**src/rtl/tmr_chan.sv**
```systemverilog
module tmr_chan #(
  parameter int W = 16
) (
  input  logic         clk,
  input  logic         rst_n,
  input  logic [W-1:0] cnt,
  input  logic         cnt_tick,
  input  logic         cnt_down,
  input  logic         ctr_sel,
  input  logic         pin_in,
  input  logic         bus_wr,
  input  logic         bus_rd,
  input  logic         bus_addr,
  input  logic [W-1:0] bus_wdata,
  output logic [W-1:0] bus_rdata,
  output logic         pin_out,
  output logic         pin_oe,
  output logic [W-1:0] cap_val,
  output logic         irq
);

  typedef enum logic [2:0] {M_OFF, M_CAP, M_CMP, M_EPWM, M_CPWM} mode_t;

  logic         flag, ie, arm;
  logic [1:0]   ms, els;
  logic [1:0]   e_ms, e_els;
  logic         e_cpw;
  logic [W-1:0] val;
  logic         pin_q, pin_qq;
  mode_t        mode;

  logic wrap, hit, rise, fall, cap_evt, evt, ctl_wr, ctl_rd, clr_ok;

  assign wrap   = cnt_tick && (cnt == '0);
  assign hit    = cnt_tick && (cnt == val);
  assign rise   = pin_q & ~pin_qq;
  assign fall   = ~pin_q & pin_qq;
  assign ctl_wr = bus_wr && !bus_addr;
  assign ctl_rd = bus_rd && !bus_addr;

  always_comb begin
    if (e_els == 2'b00)    mode = M_OFF;
    else if (e_cpw)        mode = M_CPWM;
    else if (e_ms == 2'b00) mode = M_CAP;
    else if (e_ms == 2'b01) mode = M_CMP;
    else                   mode = M_EPWM;
  end

  assign cap_evt = (mode == M_CAP) && ((e_els[0] && rise) || (e_els[1] && fall));
  assign evt     = cap_evt || (hit && (mode == M_CMP || mode == M_EPWM || mode == M_CPWM));
  assign clr_ok  = ctl_wr && !bus_wdata[7] && arm && !evt;

  assign pin_oe    = (mode == M_CMP) || (mode == M_EPWM) || (mode == M_CPWM);
  assign irq       = flag & ie;
  assign cap_val   = val;
  assign bus_rdata = bus_addr ? val : {{(W-8){1'b0}}, flag, ie, ms, els, 2'b00};

  // pin input: one sampling stage plus a history stage for edge detection
  always_ff @(posedge clk or negedge rst_n) begin
    if (!rst_n) begin
      pin_q  <= 1'b0;
      pin_qq <= 1'b0;
    end else begin
      pin_q  <= pin_in;
      pin_qq <= pin_q;
    end
  end

  always_ff @(posedge clk or negedge rst_n) begin
    if (!rst_n) begin
      ie  <= 1'b0;
      ms  <= 2'b00;
      els <= 2'b00;
    end else if (ctl_wr) begin
      ie  <= bus_wdata[6];
      ms  <= bus_wdata[5:4];
      els <= bus_wdata[3:2];
    end
  end

  // configuration in use, refreshed at the period start
  always_ff @(posedge clk or negedge rst_n) begin
    if (!rst_n) begin
      e_ms  <= 2'b00;
      e_els <= 2'b00;
      e_cpw <= 1'b0;
    end else if (wrap) begin
      e_ms  <= ms;
      e_els <= els;
      e_cpw <= ctr_sel;
    end
  end

  always_ff @(posedge clk or negedge rst_n) begin
    if (!rst_n) begin
      flag <= 1'b0;
      arm  <= 1'b0;
    end else begin
      flag <= evt | (flag & ~clr_ok);
      if (evt || ctl_wr)      arm <= 1'b0;
      else if (ctl_rd && flag) arm <= 1'b1;
    end
  end

  always_ff @(posedge clk or negedge rst_n) begin
    if (!rst_n)                  val <= '0;
    else if (cap_evt)            val <= cnt;
    else if (bus_wr && bus_addr) val <= bus_wdata;
  end

  always_ff @(posedge clk or negedge rst_n) begin
    if (!rst_n) pin_out <= 1'b0;
    else begin
      case (mode)
        M_CMP:
          if (hit) begin
            case (e_els)
              2'b01:   pin_out <= ~pin_out;
              2'b10:   pin_out <= 1'b0;
              default: pin_out <= 1'b1;
            endcase
          end
        M_EPWM:
          if (hit)       pin_out <= e_els[0];
          else if (wrap) pin_out <= ~e_els[0];
        M_CPWM:
          if (hit) pin_out <= cnt_down ? ~e_els[0] : e_els[0];
        default: ;
      endcase
    end
  end

endmodule

```
**config.mk**
```make
export PLATFORM = sky130hd
export DESIGN_NAME = tmr_chan
export DESIGN_NICKNAME = d
export VERILOG_FILES = /design/src/rtl/tmr_chan.sv
export SDC_FILE = /design/constraint.sdc
export NUM_CORES = 1
export LEC_CHECK = 0
export BUFFER_PORTS_ARGS = -buffer_cell sky130_fd_sc_hd__buf_4
export CAP_MARGIN = 20
export CORE_MARGIN = 5
export CORE_UTILIZATION = 42
export CTS_CLUSTER_DIAMETER = 80
export DETAILED_ROUTE_END_ITERATION = 10
export PLACE_DENSITY = 0.72
export SYNTH_ARGS = -nofsm -noshare
export SYNTH_HDL_FRONTEND = slang
export SYNTH_SLANG_ARGS = --single-unit
```
**constraint.sdc**
```tcl
create_clock -name clk -period 1.9 [get_ports clk]
set_input_delay 0.475 -clock clk [delete_from_list [all_inputs] [get_ports clk]]
set_output_delay 0.475 -clock clk [all_outputs]
set_load 0.02 [all_outputs]
```
==> metrics.txt, run 1 <==
most frequent cells in the layout=sky130_fd_sc_hd__buf_4, sky130_fd_sc_hd__dfrtp_1, sky130_fd_sc_hd__nand2_1; Nets=slightly above 300; part of the total power dissipated in combinational logic=29.2%; placer's final routability congestion estimate=roughly 0.78; flops & latches, synth=31; initial cell density of the core=a little over two fifths; DRC Markers=0; CP max stage cell=sky130_fd_sc_hd__dfrtp_1; maximum operating frequency=around 570 MHz; combined flip-flop and latch cell area=a little under 800 um^2; synth-to-layout area growth=48.1%; dpl cell area=~2500 um^2; Cell Int Power=1.46 mW; portion of the clock cycle consumed by the worst path in the final layout=approximately 93%; start of the worst register-to-register path=cap_val[10]$_DFFE_PN0P_; post-synthesis area per instance=around 10 um^2; clock tree from TritonCTS=built; Core Rows=23; actual transition at the worst max-transition pin=0.402 ns; Crit Path Category=reg2reg; synthesized netlist cell count=between 150 and 200; critical path required time=about 2.1 ns; die width=around 75 um; diode count=0; most common library cell in the layout ignoring fill and taps=sky130_fd_sc_hd__buf_4; sequential-to-total area share from yosys stat=a little over two fifths; Root Buffer Master=sky130_fd_sc_hd__clkbuf_8; number of buffers on the longest clock path=2; DRT iter0 DRCs=47; max-slew violation count=0; worst clock skew=0.00207 ns; Via-to-Cell Ratio=between 5 and 6; final routed wire length divided by cell count=roughly 15 um; sequential cell fraction of total power=roughly two fifths; via count of the first global-routing pass=between 1.5k and 2k; initial antenna violation count=0; Setup-failing EPs final=0; H-tree levels=2; IO buf count=between 70 and 80; DIE AREA=5650 um^2; fraction of the core area covered by cells at the end of the flow=between 60 and 70%; kind of start point of the critical path=flop; Clk Latency, worst-skew pair=0.28 ns; global-route wire length before repair=7760 um; biggest area contributors in the synthesized netlist=sky130_fd_sc_hd__dfrtp_1, sky130_fd_sc_hd__mux2i_1, sky130_fd_sc_hd__mux2_2; Inserted Clock Buffers=5; launch point of the worst path=cap_val[10]$_DFFE_PN0P_; remaining antenna violation count after routing=0; Crit. End Element=flop; part of the total power dissipated in the clock network=32.5%; Worst Path Max Fanout=3; GR Util All Layers=approximately 18%; # Max-Cap Violations=0; Min-Delay Path Class=in2async; Final Hold Fails=0; Final Routed Wirelength=4780 um; Max IR drop VDD=0.459 mV; total number of yosys warnings=0; sinks on the clock net=31; number of detailed-route iterations in the first pass=4; total core area=4060 um^2; kind of cell adding the most delay to the critical path=simple AND/OR/NAND/NOR gates; switching share of total power=slightly below 30%; Psw=~620 uW; post-synth cell types=30; synthesized net count=~220; leakage component of the power=~1.3 nW; multi-input combinational cell area=~1000 um^2; post-synthesis cell type with the largest combined area=sky130_fd_sc_hd__dfrtp_1; post-synth design cell area=between 1500 and 2000 um^2; crit path buf inv count=1; clock period minus final worst setup slack=roughly 1.8 ns; cell area after layout=about 2600 um^2; result of the run=complete, no violations; fraction of layout instances using a drive strength above 1=between 40 and 50%; remaining global-route overflow=0; share of Yosys cell area claimed by the top area cell type=between 40% and 50%; num ports=76; Die Ht=approximately 75 um; unrepaired setup endpoints after global routing=no; DP Wirelength=around 3700 um; pin count of the biggest net entering global routing=32; number of vias after detailed routing=roughly 1.6k; clock transition at the register clock pins on the worst setup and hold paths after CTS=~0.06 ns; peak per-stage delay on the critical path=0.41 ns; cell area power density=788 nW/um^2; critical-path cell list=xor2_1 -> nor4_2 -> nand2_1 -> buf_4 -> nor4_4 -> a21oi_1 -> o211a_1; WP data arrival=a little under 2 ns; number of fill cells in the layout=336; Max-Slew Margin vs Limit=73.2%
cell usage after synthesis:
cell,count
sky130_fd_sc_hd__o21ai_0,8
sky130_fd_sc_hd__nand3_1,1
sky130_fd_sc_hd__o211a_1,1
sky130_fd_sc_hd__nor2b_1,1
sky130_fd_sc_hd__nor4_1,5
sky130_fd_sc_hd__nand2b_1,3
sky130_fd_sc_hd__nand4_1,1
sky130_fd_sc_hd__nand2_1,25
sky130_fd_sc_hd__xnor2_1,8
sky130_fd_sc_hd__nor3b_1,1
sky130_fd_sc_hd__nand3b_1,3
sky130_fd_sc_hd__xor2_1,8
sky130_fd_sc_hd__mux2i_1,16
sky130_fd_sc_hd__nor3_1,1
sky130_fd_sc_hd__a21oi_1,3
sky130_fd_sc_hd__nand2_2,1
sky130_fd_sc_hd__mux2_2,9
sky130_fd_sc_hd__or3_1,1
sky130_fd_sc_hd__o21ai_1,10
sky130_fd_sc_hd__nor4b_1,1
sky130_fd_sc_hd__nor2_1,4
sky130_fd_sc_hd__and2_1,12
sky130_fd_sc_hd__dfrtp_1,31
sky130_fd_sc_hd__buf_2,4
sky130_fd_sc_hd__a22oi_1,1
sky130_fd_sc_hd__nor3_4,1
sky130_fd_sc_hd__mux2_1,8
sky130_fd_sc_hd__clkbuf_1,4
sky130_fd_sc_hd__nor4_2,2
sky130_fd_sc_hd__o311ai_0,1
sequential cells by signal, summed over array words and instances, names as in the netlist:
| name | cells |
|---|---|
| ie | 1 |
| pin_qq | 1 |
| cap_val | 16 |
| e_ms | 2 |
| arm | 1 |
| pin_q | 1 |
| ms | 2 |
| e_els | 2 |
| els | 2 |
| pin_out | 1 |
| e_cpw | 1 |
| flag | 1 |
repair_timing:
action,4_1_cts,5_1_grt
hold buffers,0,0
endpoints found under the setup margin,0,3
resized for setup,0,4
setup buffers,0,1
final timing paths:
check / end / slack [ns] / cells after the start
min: cap_val[11]$_DFFE_PN0P_ / 0.11 / 1
max in group asynchronous: cap_val[9]$_DFFE_PN0P_ / 1.49 / 1
min in group clk: pin_q$_DFF_PN0_ / 0.30 / 1
max reg2reg: arm$_DFFE_PN0P_ / 0.13 / 7
min reg2reg: pin_qq$_DFF_PN0_ / 0.40 / 0
max: arm$_DFFE_PN0P_ / 0.13 / 7
layer usage:
metal | wire (um) | global-route usage (%) | up-vias | share of wire (%)
li1 | - | - | 789 | -
met1 | 2040 | 24.8 | 780 | 43
met2 | 2340 | 28.4 | 43 | 49
met3 | 327 | 5.74 | 5 | 6.8
met4 | 61 | 6.21 | 0 | 1.3
met5 | 0 | 0 | - | 0
power groups by stage:
| stage | sequential (mW) | clock [mW] | combinational (mW) |
|---|---|---|---|
| floorplan | 0.862 | 0 | 0.239 |
| global placement | 0.809 | 0 | 0.596 |
| detailed placement | 0.811 | 0 | 0.602 |
| CTS | 0.799 | 0.691 | 0.604 |
| global route | 0.812 | 0.719 | 0.661 |
| finish | 0.798 | 0.675 | 0.607 |
per-stage QoR:
stage          power (mW)  worst slack, ns  setup TNS (ns)  hold slack [ns]  cells
2_1_floorplan        1.10           0.0841               0            0.179    175
3_3_place_gp         1.40           -0.128          -0.488            0.381    306
3_5_place_dp         1.41           -0.149          -0.651            0.388    306
4_1_cts              2.09           0.0517               0            0.125    314
5_1_grt              2.19           0.0109               0            0.141    315
6_report             2.08            0.131               0            0.112    315
area by class of cell:
cell class	count	share of cell area (%)
flip-flops and latches	31	29.4
multi-input cells	136	37.8
clock inverters	2	1.33
clock buffers	6	3.13
repair buffers	90	26.1
well taps	50	2.37
cell families after synthesis:
kind of cell    after synthesis  share of synthesized area [%]
xor+xnor                     16                           7.86
buf+inv                       8                           1.96
simple gates                 63                           19.6
compound gates               24                           7.37
mux                          33                           19.7
flops                        31                           43.5
Note: power is estimated with default switching activity, not from simulation.
==> inputs of run 2 (changes only) <==
--- a/config.mk
+++ b/config.mk
@@ -7,6 +7,7 @@
 export LEC_CHECK = 0
 export BUFFER_PORTS_ARGS = -buffer_cell sky130_fd_sc_hd__buf_4
 export CAP_MARGIN = 20
+export CORE_ASPECT_RATIO = 0.75
 export CORE_MARGIN = 5
 export CORE_UTILIZATION = 42
 export CTS_CLUSTER_DIAMETER = 80
==> run 2 against run 1 <==
Fmax shrank 4.4%. Clock power down 0.6%. Flip-flop and latch count unchanged. Clock-buffer cell count stayed put. Critical endpoint unchanged. Cell count increased by 0.32%. Die area is 0.24% higher. Largest cell class unchanged. Non-clock buffer count decreased by 4. Global-route usage is 0.76 points lower. Critical path depth stayed put.
==> metrics.txt, run 2 (synthesis results as in run 1) <==
DIE AREA=5660 um^2; number of buffers on the longest clock path=2; initial cell density of the core=around 44%; pin count of the biggest net entering global routing=34; Cell Int Power=~1.5 mW; sequential cell fraction of total power=between 30% and 40%; DRC Markers=0; actual transition at the worst max-transition pin=0.391 ns; num ports=76; placer's final routability congestion estimate=approximately 0.74; Die Ht=between 60 and 70 um; worst-case setup margin in the final layout=roughly 0.050 ns; die width=85.2 um; maximum operating frequency=between 500 and 600 MHz; DRT iter0 DRCs=54; Nets=301; global-route wire length before repair=approximately 7700 um; result of the run=complete, no violations; WP data arrival=just over 2 ns; switching share of total power=between 20% and 30%; IO buf count=75; cell area after layout=2620 um^2; Max IR drop VDD=approximately 0.4 mV; part of the total power dissipated in combinational logic=between 20 and 30%; dpl cell area=2470 um^2; worst clock skew=just under 0.007 ns; worst hold slack across all endpoints=between 0.1 and 0.15 ns; via count of the first global-routing pass=between 1.5k and 2k; # Max-Cap Violations=0; final routed wire length divided by cell count=roughly 15 um; cell area power density=between 700 and 800 nW/um^2; most common library cell in the layout ignoring fill and taps=sky130_fd_sc_hd__buf_4; clock transition at the register clock pins on the worst setup and hold paths after CTS=approximately 0.07 ns; Setup-failing EPs final=0; leakage component of the power=between 1 and 1.5 nW; number of placed instances, taps included=307; remaining antenna violation count after routing=0; most frequent cells in the layout=sky130_fd_sc_hd__buf_4, sky130_fd_sc_hd__dfrtp_1, sky130_fd_sc_hd__nand2_1; Final Hold Fails=0; Min-Delay Path Class=in2async; dpl ws=-0.184 ns; H-tree levels=2; GR Util All Layers=between 10% and 20%; synth-to-layout area growth=46.8%; Worst Path Max Fanout=4; Crit Path Category=reg2reg; Final Routed Wirelength=approximately 4700 um; fraction of layout instances using a drive strength above 1=between 40% and 50%; unrepaired setup endpoints after global routing=yes; Crit. End Element=flop; flip-flop count of the largest register, all copies and words added=16; diode count=0; clock period minus final worst setup slack=~1.8 ns; total core area=a little over 4000 um^2; number of detailed-route iterations in the first pass=4; Root Buffer Master=sky130_fd_sc_hd__clkbuf_8; remaining global-route overflow=0; critical path required time=2.08 ns; number of vias after detailed routing=between 1.5k and 2k; Inserted Clock Buffers=5; initial antenna violation count=0; Core Rows=20; portion of the clock cycle consumed by the worst path in the final layout=a little over nine tenths; Clk Latency, worst-skew pair=about 0.29 ns; Max-Slew Margin vs Limit=73.9%; sinks on the clock net=31; DP Wirelength=3620 um; clock tree from TritonCTS=built; kind of start point of the critical path=flop; fraction of the core area covered by cells at the end of the flow=64.2%; part of the total power dissipated in the clock network=between 30% and 40%; Psw=about 620 uW; max-slew violation count=0; Worst R2R Setup Slack=roughly 0.05 ns; post-route insts no fill=316; Via-to-Cell Ratio=4.92
-- run 2: cell count changes in the layout (fill, tap and decap cells not counted), sizes merged --
cell	previous run	this run
buf	90	86
-- run 2: final timing paths --
| kind | from | endpoint | cells past startpoint |
|---|---|---|---|
| max | cap_val[12]$_DFFE_PN0P_ | arm$_DFFE_PN0P_ | 7 |
| min | rst_n | els[0]$_DFFE_PN0P_ | 1 |
| max reg2reg | cap_val[12]$_DFFE_PN0P_ | arm$_DFFE_PN0P_ | 7 |
| min reg2reg | pin_q$_DFF_PN0_ | pin_qq$_DFF_PN0_ | 0 |
| max in group asynchronous | rst_n | cap_val[11]$_DFFE_PN0P_ | 1 |
| min in group clk | pin_in | pin_q$_DFF_PN0_ | 1 |
-- run 2: power groups by stage --
stage	Combinational, mW	Clock (mW)	Sequential, mW
CTS	0.598	0.684	0.803
floorplan	0.239	0	0.862
finish	0.598	0.671	0.802
detailed placement	0.595	0	0.815
global route	0.646	0.719	0.814
global placement	0.591	0	0.811
-- run 2: critical path, stage by stage, from the launching register on --
cell and delay (ns):
sky130_fd_sc_hd__dfrtp_1 0.42, sky130_fd_sc_hd__xor2_1 0.15, sky130_fd_sc_hd__nor4_1 0.34, sky130_fd_sc_hd__nand2_1 0.13, sky130_fd_sc_hd__buf_4 0.16, sky130_fd_sc_hd__nor4_4 0.27
sky130_fd_sc_hd__a21oi_1 0.15, sky130_fd_sc_hd__o211a_1 0.13
-- run 2: per-layer routing --
layer / part of all wire [%] / global-route usage [%] / up-vias
met3: 8.4 / 5.60 / 6
met1: 51 / 25.8 / 707
li1: - / - / 786
met2: 40 / 24.7 / 55
met5: 0 / 0 / -
met4: 0.90 / 5.34 / 0
-- run 2: what timing repair did --
action / in CTS / in global routing
pin swaps: 2 / 3
buffers inserted: 1 / 0
resized for setup: 0 / 4
hold buffers: 0 / 0
endpoints found under the setup margin: 1 / 3
-- run 2: layout make-up --
class,instances,area [um^2]
timing repair buffer,86,658
clock inverter,2,35.0
multi-input combinational,136,997
tap,55,68.8
sequential,31,776
clock buffer,6,82.6
fill,372,1460
-- run 2: stage by stage --
stage | power (mW) | setup TNS [ns]
final | 2.07 | 0
after global routing | 2.18 | -0.0128
after CTS | 2.08 | 0
after detailed placement | 1.41 | -0.369
after global placement | 1.40 | -0.403
after floorplan | 1.10 | 0
==> inputs of run 3 (changes only) <==
--- a/config.mk
+++ b/config.mk
@@ -5,14 +5,16 @@
 export SDC_FILE = /design/constraint.sdc
 export NUM_CORES = 1
 export LEC_CHECK = 0
+export ABC_AREA = 1
 export BUFFER_PORTS_ARGS = -buffer_cell sky130_fd_sc_hd__buf_4
 export CAP_MARGIN = 20
 export CORE_ASPECT_RATIO = 0.75
 export CORE_MARGIN = 5
-export CORE_UTILIZATION = 42
+export CORE_UTILIZATION = 50
 export CTS_CLUSTER_DIAMETER = 80
 export DETAILED_ROUTE_END_ITERATION = 10
-export PLACE_DENSITY = 0.72
+export PLACE_DENSITY = 0.8
+export REMOVE_ABC_BUFFERS = 1
 export SYNTH_ARGS = -nofsm -noshare
 export SYNTH_HDL_FRONTEND = slang
 export SYNTH_SLANG_ARGS = --single-unit
==> run 3 against run 2 <==
Utilization increased by 5.2 points. Routed wire length increased by 31%. Clock power increased by 2%. Sequential share of layout area decreased by 2.2 points. Global-route usage increased by 5.3 points. Die area decreased by 0.38%. Setup slack improved by 0.069 ns. Fmax increased by 3.9%. Critical endpoint is now pin_oe. Largest power group unchanged.
==> metrics.txt, run 3 <==
result of the run=complete, no violations; total of hold buffers inserted after clock tree synthesis=0; maximum operating frequency=~560 MHz; WP data arrival=approximately 1.3 ns; sinks on the clock net=31; most repeated cell in the gate-level netlist after synthesis=sky130_fd_sc_hd__nand2_1; synth-to-layout area growth=33.8%; Max IR drop VDD=0.427 mV; share of Yosys cell area claimed by the top area cell type=roughly 37%; worst clock skew=~0.0081 ns; die width=between 80 and 90 um; most common library cell in the layout ignoring fill and taps=sky130_fd_sc_hd__nand2_1; final routed wire length divided by cell count=between 10 and 15 um; Worst R2R Setup Slack=0.33 ns; Post-synth ARST share=100%; Core Rows=20; biggest area contributors in the synthesized netlist=sky130_fd_sc_hd__dfrtp_1, sky130_fd_sc_hd__nand2_1, sky130_fd_sc_hd__inv_1; global-route wire length before repair=about 10000 um; Crit Path Category=reg2out; Clk Latency, worst-skew pair=a little under 0.3 ns; flip-flop count of the largest register, all copies and words added=16; pin count of the biggest net entering global routing=32; max-slew violation count=0; Nets=a little over 400; Most Frequent Cell on Critical Path=sky130_fd_sc_hd__nand2_1; Min-Delay Path Class=in2async; number of placed instances, taps included=between 400 and 500; # Max-Cap Violations=0; portion of the clock cycle consumed by the worst path in the final layout=between 90% and 100%; multi-input combinational cell area=1050 um^2; critical path required time=about 1.4 ns; Final Routed Wirelength=a little over 6000 um; most common library cells after synthesis=sky130_fd_sc_hd__nand2_1, sky130_fd_sc_hd__inv_1, sky130_fd_sc_hd__dfrtp_1, sky130_fd_sc_hd__nand3_1, sky130_fd_sc_hd__nor2_1; post-synthesis area per instance=a little over 7 um^2; number of vias after detailed routing=approximately 2.2k; unrepaired setup endpoints after global routing=no; peak per-stage delay on the critical path=roughly 0.42 ns; Root Buffer Master=sky130_fd_sc_hd__clkbuf_8; setup bufs post-CTS=0; CP max stage cell=sky130_fd_sc_hd__dfrtp_1; diode count=0; DIE AREA=around 5600 um^2; DRT iter0 DRCs=150; GR Util All Layers=between 20% and 30%; Die Ht=around 66 um; placer's final routability congestion estimate=around 0.88; Max-Slew Margin vs Limit=between 70% and 80%; remaining global-route overflow=0; number of detailed-route iterations in the first pass=5; post-synthesis cell type with the largest combined area=sky130_fd_sc_hd__dfrtp_1; IO buf count=75; Worst Path Max Fanout=4; Setup-failing EPs final=0; synthesized netlist cell count=slightly below 300; endpoint of the worst-slack reg-to-reg timing path=cap_val[1]$_DFFE_PN0P_; Final Hold Fails=0; post-synth cell types=28; Crit. End Element=output pin; kind of start point of the critical path=flop; DRC Markers=0; fraction of layout instances using a drive strength above 1=around 30%; total number of yosys warnings=0; via count of the first global-routing pass=around 2.2k; reg2reg path depth=8; Inserted Clock Buffers=5; post_cts resized=0; critical-path cell list=nor2_1 -> nand2_1 -> nand2_1 -> inv_2 -> buf_4; clock period minus final worst setup slack=between 1.5 and 2 ns; number of buffers on the longest clock path=2; DP Wirelength=between 4000 and 5000 um; number of flops mapped to enable cells by yosys=0; remaining antenna violation count after routing=0; num ports=76; post-synth design cell area=approximately 2100 um^2; leakage component of the power=1.57 nW; post-route insts no fill=430; total core area=between 4000 and 5000 um^2; H-tree levels=2; Total Neg Setup Slack=0 ns; flops & latches, synth=31; combined flip-flop and latch cell area=around 780 um^2; Via-to-Cell Ratio=slightly above 5; initial antenna violation count=0; top_reg_cell synth=sky130_fd_sc_hd__dfrtp_1; number of fill cells in the layout=approximately 360; clock transition at the register clock pins on the worst setup and hold paths after CTS=roughly 0.07 ns; initial cell density of the core=51.8%; actual transition at the worst max-transition pin=just over 0.4 ns; cell area power density=749 nW/um^2; most frequent cells in the layout=sky130_fd_sc_hd__nand2_1, sky130_fd_sc_hd__buf_4, sky130_fd_sc_hd__inv_1; sequential-to-total area share from yosys stat=a little under two fifths; start of the worst register-to-register path=e_els[0]$_DFFE_PN0P_; clock tree from TritonCTS=built
==> run 3: logic make-up (layout without fill, tap and decap cells) <==
group,after synthesis,in the layout,synth area share [%]
buffers and inverters,66,146,13.6
flip-flops,31,31,36.7
AO/OA/AOI/OAI,38,38,15.9
multiplexers,1,1,0.533
XOR/XNOR,1,1,0.415
AND/OR/NAND/NOR,158,158,32.9
==> run 3: worst max-delay path by stage <==
stage	startpoint	endpoint	slack [ns]	cells past startpoint
final	e_ms[1]$_DFFE_PN0P_	pin_oe	0.12	5
after global routing	e_els[0]$_DFFE_PN0P_	pin_oe	0.08	5
after CTS	e_ms[1]$_DFFE_PN0P_	pin_oe	0.12	5
after detailed placement	bus_addr	bus_rdata[6]	0.26	4
after global placement	bus_addr	bus_rdata[6]	0.26	4
after floorplan	e_els[0]$_DFFE_PN0P_	cap_val[12]$_DFFE_PN0P_	0.24	7
==> run 3: critical path, delay by kind of cell, from the launching register on <==
kind / cells / cell delay [ns]
DFF: 1 / 0.42
and+or+nand+nor: 3 / 0.41
buffers and inverters: 2 / 0.20
==> run 3: layer usage <==
metal	up-vias	global-route usage [%]	wire length, um
li1	1106	-	-
met4	0	6.32	57
met3	9	6.10	524
met1	1009	30.1	2790
met5	-	0	0
met2	91	37.4	2770
==> run 3: cell type report <==
| class | count | share of cell area, % |
|---|---|---|
| clock buffers | 6 | 2.92 |
| clock inverters | 2 | 1.24 |
| inverters | 59 | 7.83 |
| multi-input cells | 198 | 37.2 |
| flip-flops and latches | 31 | 27.4 |
| well taps | 55 | 2.43 |
| repair buffers | 79 | 21.0 |
==> run 3: power by group <==
group / switching (mW) / total [mW] / leakage, nW / internal [mW]
Sequential: 0.0662 / 0.795 / 0.392 / 0.729
Combinational: 0.368 / 0.638 / 1.12 / 0.270
Clock: 0.261 / 0.685 / 0.0612 / 0.424
Total: 0.695 / 2.12 / 1.57 / 1.42
==> run 3: metrics by stage <==
stage               cell area, um^2  hold slack [ns]  setup WS [ns]  utilization, %  total power, mW
floorplan                      2050            0.179          0.243               -             1.15
global placement               2710            0.409          0.265            66.4             1.43
detailed placement             2710            0.413          0.264            66.4             1.44
CTS                            2830            0.132          0.121            69.3             2.12
global route                   2830            0.150         0.0794            69.3             2.23
finish                         2830            0.117          0.119            69.3             2.12
